[src/rtl/bwi_pkg.sv]
package bwi_pkg;

    typedef enum logic [2:0] {
        ST_IDLE = 3'd0,
        ST_T1   = 3'd1,
        ST_T2   = 3'd2,
        ST_T3   = 3'd3,
        ST_WAIT = 3'd4,
        ST_T4   = 3'd5
    } bus_state_e;

    typedef struct packed {
        bus_state_e st;
        logic       wait_act;
        logic       done;
    } fsm_regs_s;

endpackage

[src/rtl/bwi_wait_decode.sv]
module bwi_wait_decode #(
    parameter int SEL_W     = 2,
    parameter int WAIT_STEP = 4,
    parameter int CNT_W     = 4
) (
    input  logic [SEL_W-1:0] sel_i,
    input  logic             ext_i,
    input  logic             slow_i,
    output logic [CNT_W-1:0] count_o
);

    logic qualify;

    always_comb begin
        qualify = ext_i && !slow_i;
        if (qualify) begin
            count_o = CNT_W'(sel_i) * CNT_W'(WAIT_STEP);
        end else begin
            count_o = '0;
        end
    end

endmodule

[src/rtl/bwi_wait_ctr.sv]
module bwi_wait_ctr #(
    parameter int CNT_W = 4
) (
    input  logic             clk,
    input  logic             rst_n,
    input  logic             load_i,
    input  logic [CNT_W-1:0] load_val_i,
    input  logic             dec_i,
    output logic [CNT_W-1:0] cnt_o
);

    logic [CNT_W-1:0] cnt_d, cnt_q;

    always_comb begin
        cnt_d = cnt_q;
        if (load_i) begin
            cnt_d = load_val_i;
        end else if (dec_i && cnt_q != '0) begin
            cnt_d = cnt_q - CNT_W'(1);
        end
    end

    always_ff @(posedge clk or negedge rst_n) begin
        if (!rst_n) begin
            cnt_q <= '0;
        end else begin
            cnt_q <= cnt_d;
        end
    end

    assign cnt_o = cnt_q;

endmodule

[src/rtl/bus_wait_inserter.sv]
module bus_wait_inserter
    import bwi_pkg::*;
#(
    parameter int SEL_W     = 2,
    parameter int WAIT_STEP = 4
) (
    input  logic             clk,
    input  logic             rst_n,
    input  logic             cyc_start_i,
    input  logic             ext_access_i,
    input  logic             slow_clk_i,
    input  logic [SEL_W-1:0] wait_sel_i,
    output logic [2:0]       state_o,
    output logic             wait_active_o,
    output logic             cyc_done_o
);

    localparam int MAX_WAITS = WAIT_STEP * ((1 << SEL_W) - 1);
    localparam int CNT_W     = $clog2(MAX_WAITS + 1);

    fsm_regs_s        regs_d, regs_q;
    logic [CNT_W-1:0] dec_count;
    logic [CNT_W-1:0] wait_cnt;
    logic             ctr_load;
    logic             ctr_dec;

    bwi_wait_decode #(
        .SEL_W     (SEL_W),
        .WAIT_STEP (WAIT_STEP),
        .CNT_W     (CNT_W)
    ) decode_i (
        .sel_i   (wait_sel_i),
        .ext_i   (ext_access_i),
        .slow_i  (slow_clk_i),
        .count_o (dec_count)
    );

    bwi_wait_ctr #(
        .CNT_W (CNT_W)
    ) ctr_i (
        .clk        (clk),
        .rst_n      (rst_n),
        .load_i     (ctr_load),
        .load_val_i (dec_count),
        .dec_i      (ctr_dec),
        .cnt_o      (wait_cnt)
    );

    always_comb begin
        regs_d   = regs_q;
        ctr_load = 1'b0;
        ctr_dec  = 1'b0;
        unique case (regs_q.st)
            ST_IDLE: begin
                if (cyc_start_i) regs_d.st = ST_T1;
            end
            ST_T1: begin
                ctr_load  = 1'b1;
                regs_d.st = ST_T2;
            end
            ST_T2: begin
                regs_d.st = ST_T3;
            end
            ST_T3: begin
                regs_d.st = (wait_cnt != '0) ? ST_WAIT : ST_T4;
            end
            ST_WAIT: begin
                ctr_dec   = 1'b1;
                regs_d.st = (wait_cnt == CNT_W'(1)) ? ST_T4 : ST_WAIT;
            end
            ST_T4: begin
                regs_d.st = cyc_start_i ? ST_T1 : ST_IDLE;
            end
            default: begin
                regs_d.st = ST_IDLE;
            end
        endcase
        regs_d.wait_act = (regs_d.st == ST_WAIT);
        regs_d.done     = (regs_d.st == ST_T4);
    end

    always_ff @(posedge clk or negedge rst_n) begin
        if (!rst_n) begin
            regs_q <= '{st: ST_IDLE, wait_act: 1'b0, done: 1'b0};
        end else begin
            regs_q <= regs_d;
        end
    end

    assign state_o       = regs_q.st;
    assign wait_active_o = regs_q.wait_act;
    assign cyc_done_o    = regs_q.done;

endmodule

[config.mk]
export PLATFORM = sky130hd
export DESIGN_NAME = bus_wait_inserter
export DESIGN_NICKNAME = d
export VERILOG_FILES = /design/src/rtl/bwi_pkg.sv /design/src/rtl/bwi_wait_decode.sv /design/src/rtl/bwi_wait_ctr.sv /design/src/rtl/bus_wait_inserter.sv
export SDC_FILE = /design/constraint.sdc
export NUM_CORES = 1
export LEC_CHECK = 0
export ABC_AREA = 1
export BUFFER_PORTS_ARGS = -buffer_cell sky130_fd_sc_hd__buf_4
export CORE_MARGIN = 2
export CORE_UTILIZATION = 46
export CTS_CLUSTER_DIAMETER = 120
export DETAILED_ROUTE_END_ITERATION = 16
export PLACE_DENSITY = 0.69
export RECOVER_POWER = 25
export REMOVE_ABC_BUFFERS = 1
export SYNTH_ARGS = -nofsm -noshare
export SYNTH_HDL_FRONTEND = slang
export SYNTH_HIERARCHICAL = 1
export SYNTH_SLANG_ARGS = --single-unit
[constraint.sdc]
create_clock -name clk -period 1.52 [get_ports clk]
set_input_delay 0.304 -clock clk [delete_from_list [all_inputs] [get_ports clk]]
set_output_delay 0.304 -clock clk [all_outputs]
set_load 0.005 [all_outputs]
==> summary.txt <==
STA
  – Final min period: between 1 and 1.5 ns
  – Fin crit share: approximately 81%
  – Final Hold Vio Count: 0
  – Setup Viol. Count Final: 0
  – Hold slack: 0.4108 ns
  – Final Max Slew Viols: 0
  – Clk_skew: 0.002571 ns
  – Setup TNS: 0 ns
  – Max frequency: a little over 0.8 GHz
  – RSZ-0062 raised after global routing: no

Worst setup path
  – CP required: roughly 1.7 ns
  – Critical path class: reg2reg
  – Most used cell, CP: nand2_1
  – Slowest cell on crit path: dfrtp_1
  – Worst reg2reg setup slack: 0.29 ns
  – Worst r2r path cells: 7
  – Worst R2R Start: state_o[2]$_DFF_PN0_
  – CP delay by family, top: flip-flops
  – Largest stage delay on the critical path: 0.45 ns
  – Startpoint Class: flip-flop
  – Critical path peak fanout: 8
  – RR Endpoint: ctr_i/cnt_o[2]$_DFFE_PN0P_
  – Crit-path cells: nor3_1 > buf_4 > inv_2 > nand2_1 > nand2_1 > nand2_1 > nand2_1
  – CP arrival: around 1.4 ns
  – CP bufs+invs: 2
  – CP endpoint kind: flip-flop

Layout
  – Multi-input gate area: roughly 300 um^2
  – Ant diodes: 0
  – Final cell count without fillers: about 120
  – Most common cell after layout, fill and taps aside: nand2_1
  – Design area: about 730 um^2
  – Most frequent cells in the layout: nand2_1 (29), inv_1 (15), nor2_1 (12)
  – Share of layout cells above drive strength 1: 23.81%
  – Fillers: between 100 and 150
  – NumNets Final: around 110
  – Area grow syn2layout: 21.80%
  – FF+latch area: 225.2 um^2

Logic synthesis
  – Synthesized flop and latch total: 9
  – Netlist Area Pre-Place: a little under 600 um^2
  – Mapped Cells: 89
  – Synth Warn #: 6
  – Yosys cell types: 18
  – Area contributors post-synth: dfrtp_1 (38%), nand2_1 (18%), inv_1 (9.4%)
  – Most area-hungry cell type in the Yosys netlist: dfrtp_1
  – Top-area cell type share of the netlist area: 37.74%
  – Sequential share of the synthesized area: a little under two fifths
  – Average footprint of a synthesized cell: between 6 and 7 um^2

Die
  – IO Pins: 12
  – Core area: ~1200 um^2
  – Die height: 40.02 um
  – Initial Util: 51.62%
  – Die ar.: roughly 1600 um^2
  – Die Width: roughly 40 um
  – FP Rows: 12

Clocking
  – CTS tree: yes
  – Root buf cell: clkbuf_4
  – Clock sink count: 9
  – Post-CTS Hold Fix Bufs: 1
  – H-tree depth: 1
  – Total CTS buffers: 3
  – Postcts setup bufs: 0
  – Clock Tree Buf Depth: 2
  – Post-CTS resize count: 0
  – Worst-path clk slew: 0.06 ns
  – Worst-Skew Late Latency: ~0.26 ns

Pwr
  – Psw: 633.2 uW
  – Switching Fraction: between 40% and 50%
  – Clock power share: between 10% and 20%
  – Pwr/cell area: about 1900 nW/um^2
  – Leakage: approximately 0.00043 uW
  – Worst VDD drop: between 1 and 1.5 mV
  – Sequential share of power: around 33%
  – Cell-internal power: about 770 uW
  – Comb pwr share: 53.4%

Global routing
  – Vias in the first global route: ~490
  – Grt ovf: 0
  – Initial antenna violation count: 0
  – Largest net degree at the start of global routing: 10
  – First-pass GRT wire length: about 1900 um
  – GR Util All Layers: between 10% and 20%

Route
  – Via count: between 500 and 600
  – Total Wirelength: 1100 um
  – Vias/cell: around 4.4
  – Post-route DRC: 0
  – Routed len/inst: around 9.2 um
  – First drt pass iteration count: 4
  – DR iter-0 viols: 5
  – Routed Antenna Nets: 0

Hold path
  – Worst hold start: cyc_start_i
  – Hold Path Depth: 5
  – Min-Delay Endpoint: state_o[0]$_DFF_PN0_
  – Hold WC Path Type: in2reg

Placement
  – Cells after DPL: ~110
  – GP Congestion: 0.7828
  – Placed Area: about 700 um^2
  – DP HPWL: between 800 and 900 um
  – Port buffer count: 11

Outcome
  – Run status: completed

Run
  – Max Cap Violations: 0
[routing by layer]
metal | track usage (%) | vias to the layer above | share of wire [%]
met2 | 28.23 | 7 | 45
met1 | 23.21 | 226 | 50
met3 | 10.00 | 0 | 4.7
li1 | - | 292 | -
met5 | 0 | - | 0
met4 | 5.172 | 0 | 0
[power groups by stage]
stage                     Combinational, uW  Clock (uW)  Sequential [uW]
after floorplan                         542           0              449
after CTS                               759         193              463
after global routing                    882         204              479
after global placement                  748           0              468
after detailed placement                755           0              468
final                                   746         185              468
[area by class of cell]
class / count / area share, %
clock buffers: 3 / 3.098
clock inverters: 1 / 0.6885
inverters: 17 / 8.778
multi-input cells: 62 / 40.79
flip-flops and latches: 9 / 30.98
well taps: 14 / 2.410
repair buffers: 13 / 13.25
[synth_stat cells]
cell type and instances:
nand2_1 29, inv_1 15, nor2_1 12, dfrtp_1 9
nand2_2 4, nand3_1 3, buf_4 2, inv_2 2
nand3_2 2, nand3b_1 2, o21ai_0 2, and3_1 1
conb_1 1, ha_1 1, nor2_2 1, nor2_4 1
nor3_1 1, xnor2_1 1
[stage by stage]
step / util [%] / power, uW / worst slack (ns)
after floorplan: - / 991.5 / 0.07892
after global placement: 59.96 / 1216 / 0.3101
after detailed placement: 59.96 / 1222 / 0.2846
after CTS: 63.20 / 1416 / 0.2761
after global routing: 62.88 / 1566 / 0.1560
final: 62.88 / 1398 / 0.2884
[tightest hold or removal path: stages]
cell and delay, ns:
buf_4 0.08, nor2_1 0.03, nor2_1 0.09, nand2_1 0.07, nand3_2 0.08
[kinds of logic after synthesis]
| logic type | count (synthesis) | share of synthesized area [%] |
|---|---|---|
| simple gates | 56 | 43.18 |
| buf+inv | 19 | 13.21 |
| flops | 9 | 37.74 |
| compound gates | 2 | 1.677 |
| xor+xnor | 1 | 1.468 |
| fa+ha+maj | 1 | 2.096 |
| other cells | 1 | 0.6283 |
[sequential cells by signal, indices dropped and copies added (netlist names)]
signal and flops:
ctr_i/cnt_o 4, wait_active_o 1, state_o 3, cyc_done_o 1
[worst max path at each step]
stage | start | endpoint | cells past startpoint
6_report | state_o[2]$_DFF_PN0_ | ctr_i/cnt_o[2]$_DFFE_PN0P_ | 7
5_1_grt | state_o[0]$_DFF_PN0_ | ctr_i/cnt_o[3]$_DFFE_PN0P_ | 8
4_1_cts | state_o[2]$_DFF_PN0_ | ctr_i/cnt_o[2]$_DFFE_PN0P_ | 7
3_5_place_dp | state_o[2]$_DFF_PN0_ | ctr_i/cnt_o[2]$_DFFE_PN0P_ | 7
3_3_place_gp | state_o[2]$_DFF_PN0_ | ctr_i/cnt_o[2]$_DFFE_PN0P_ | 7
2_1_floorplan | state_o[2]$_DFF_PN0_ | ctr_i/cnt_o[3]$_DFFE_PN0P_ | 6
Power figures use the tool's default switching activity.
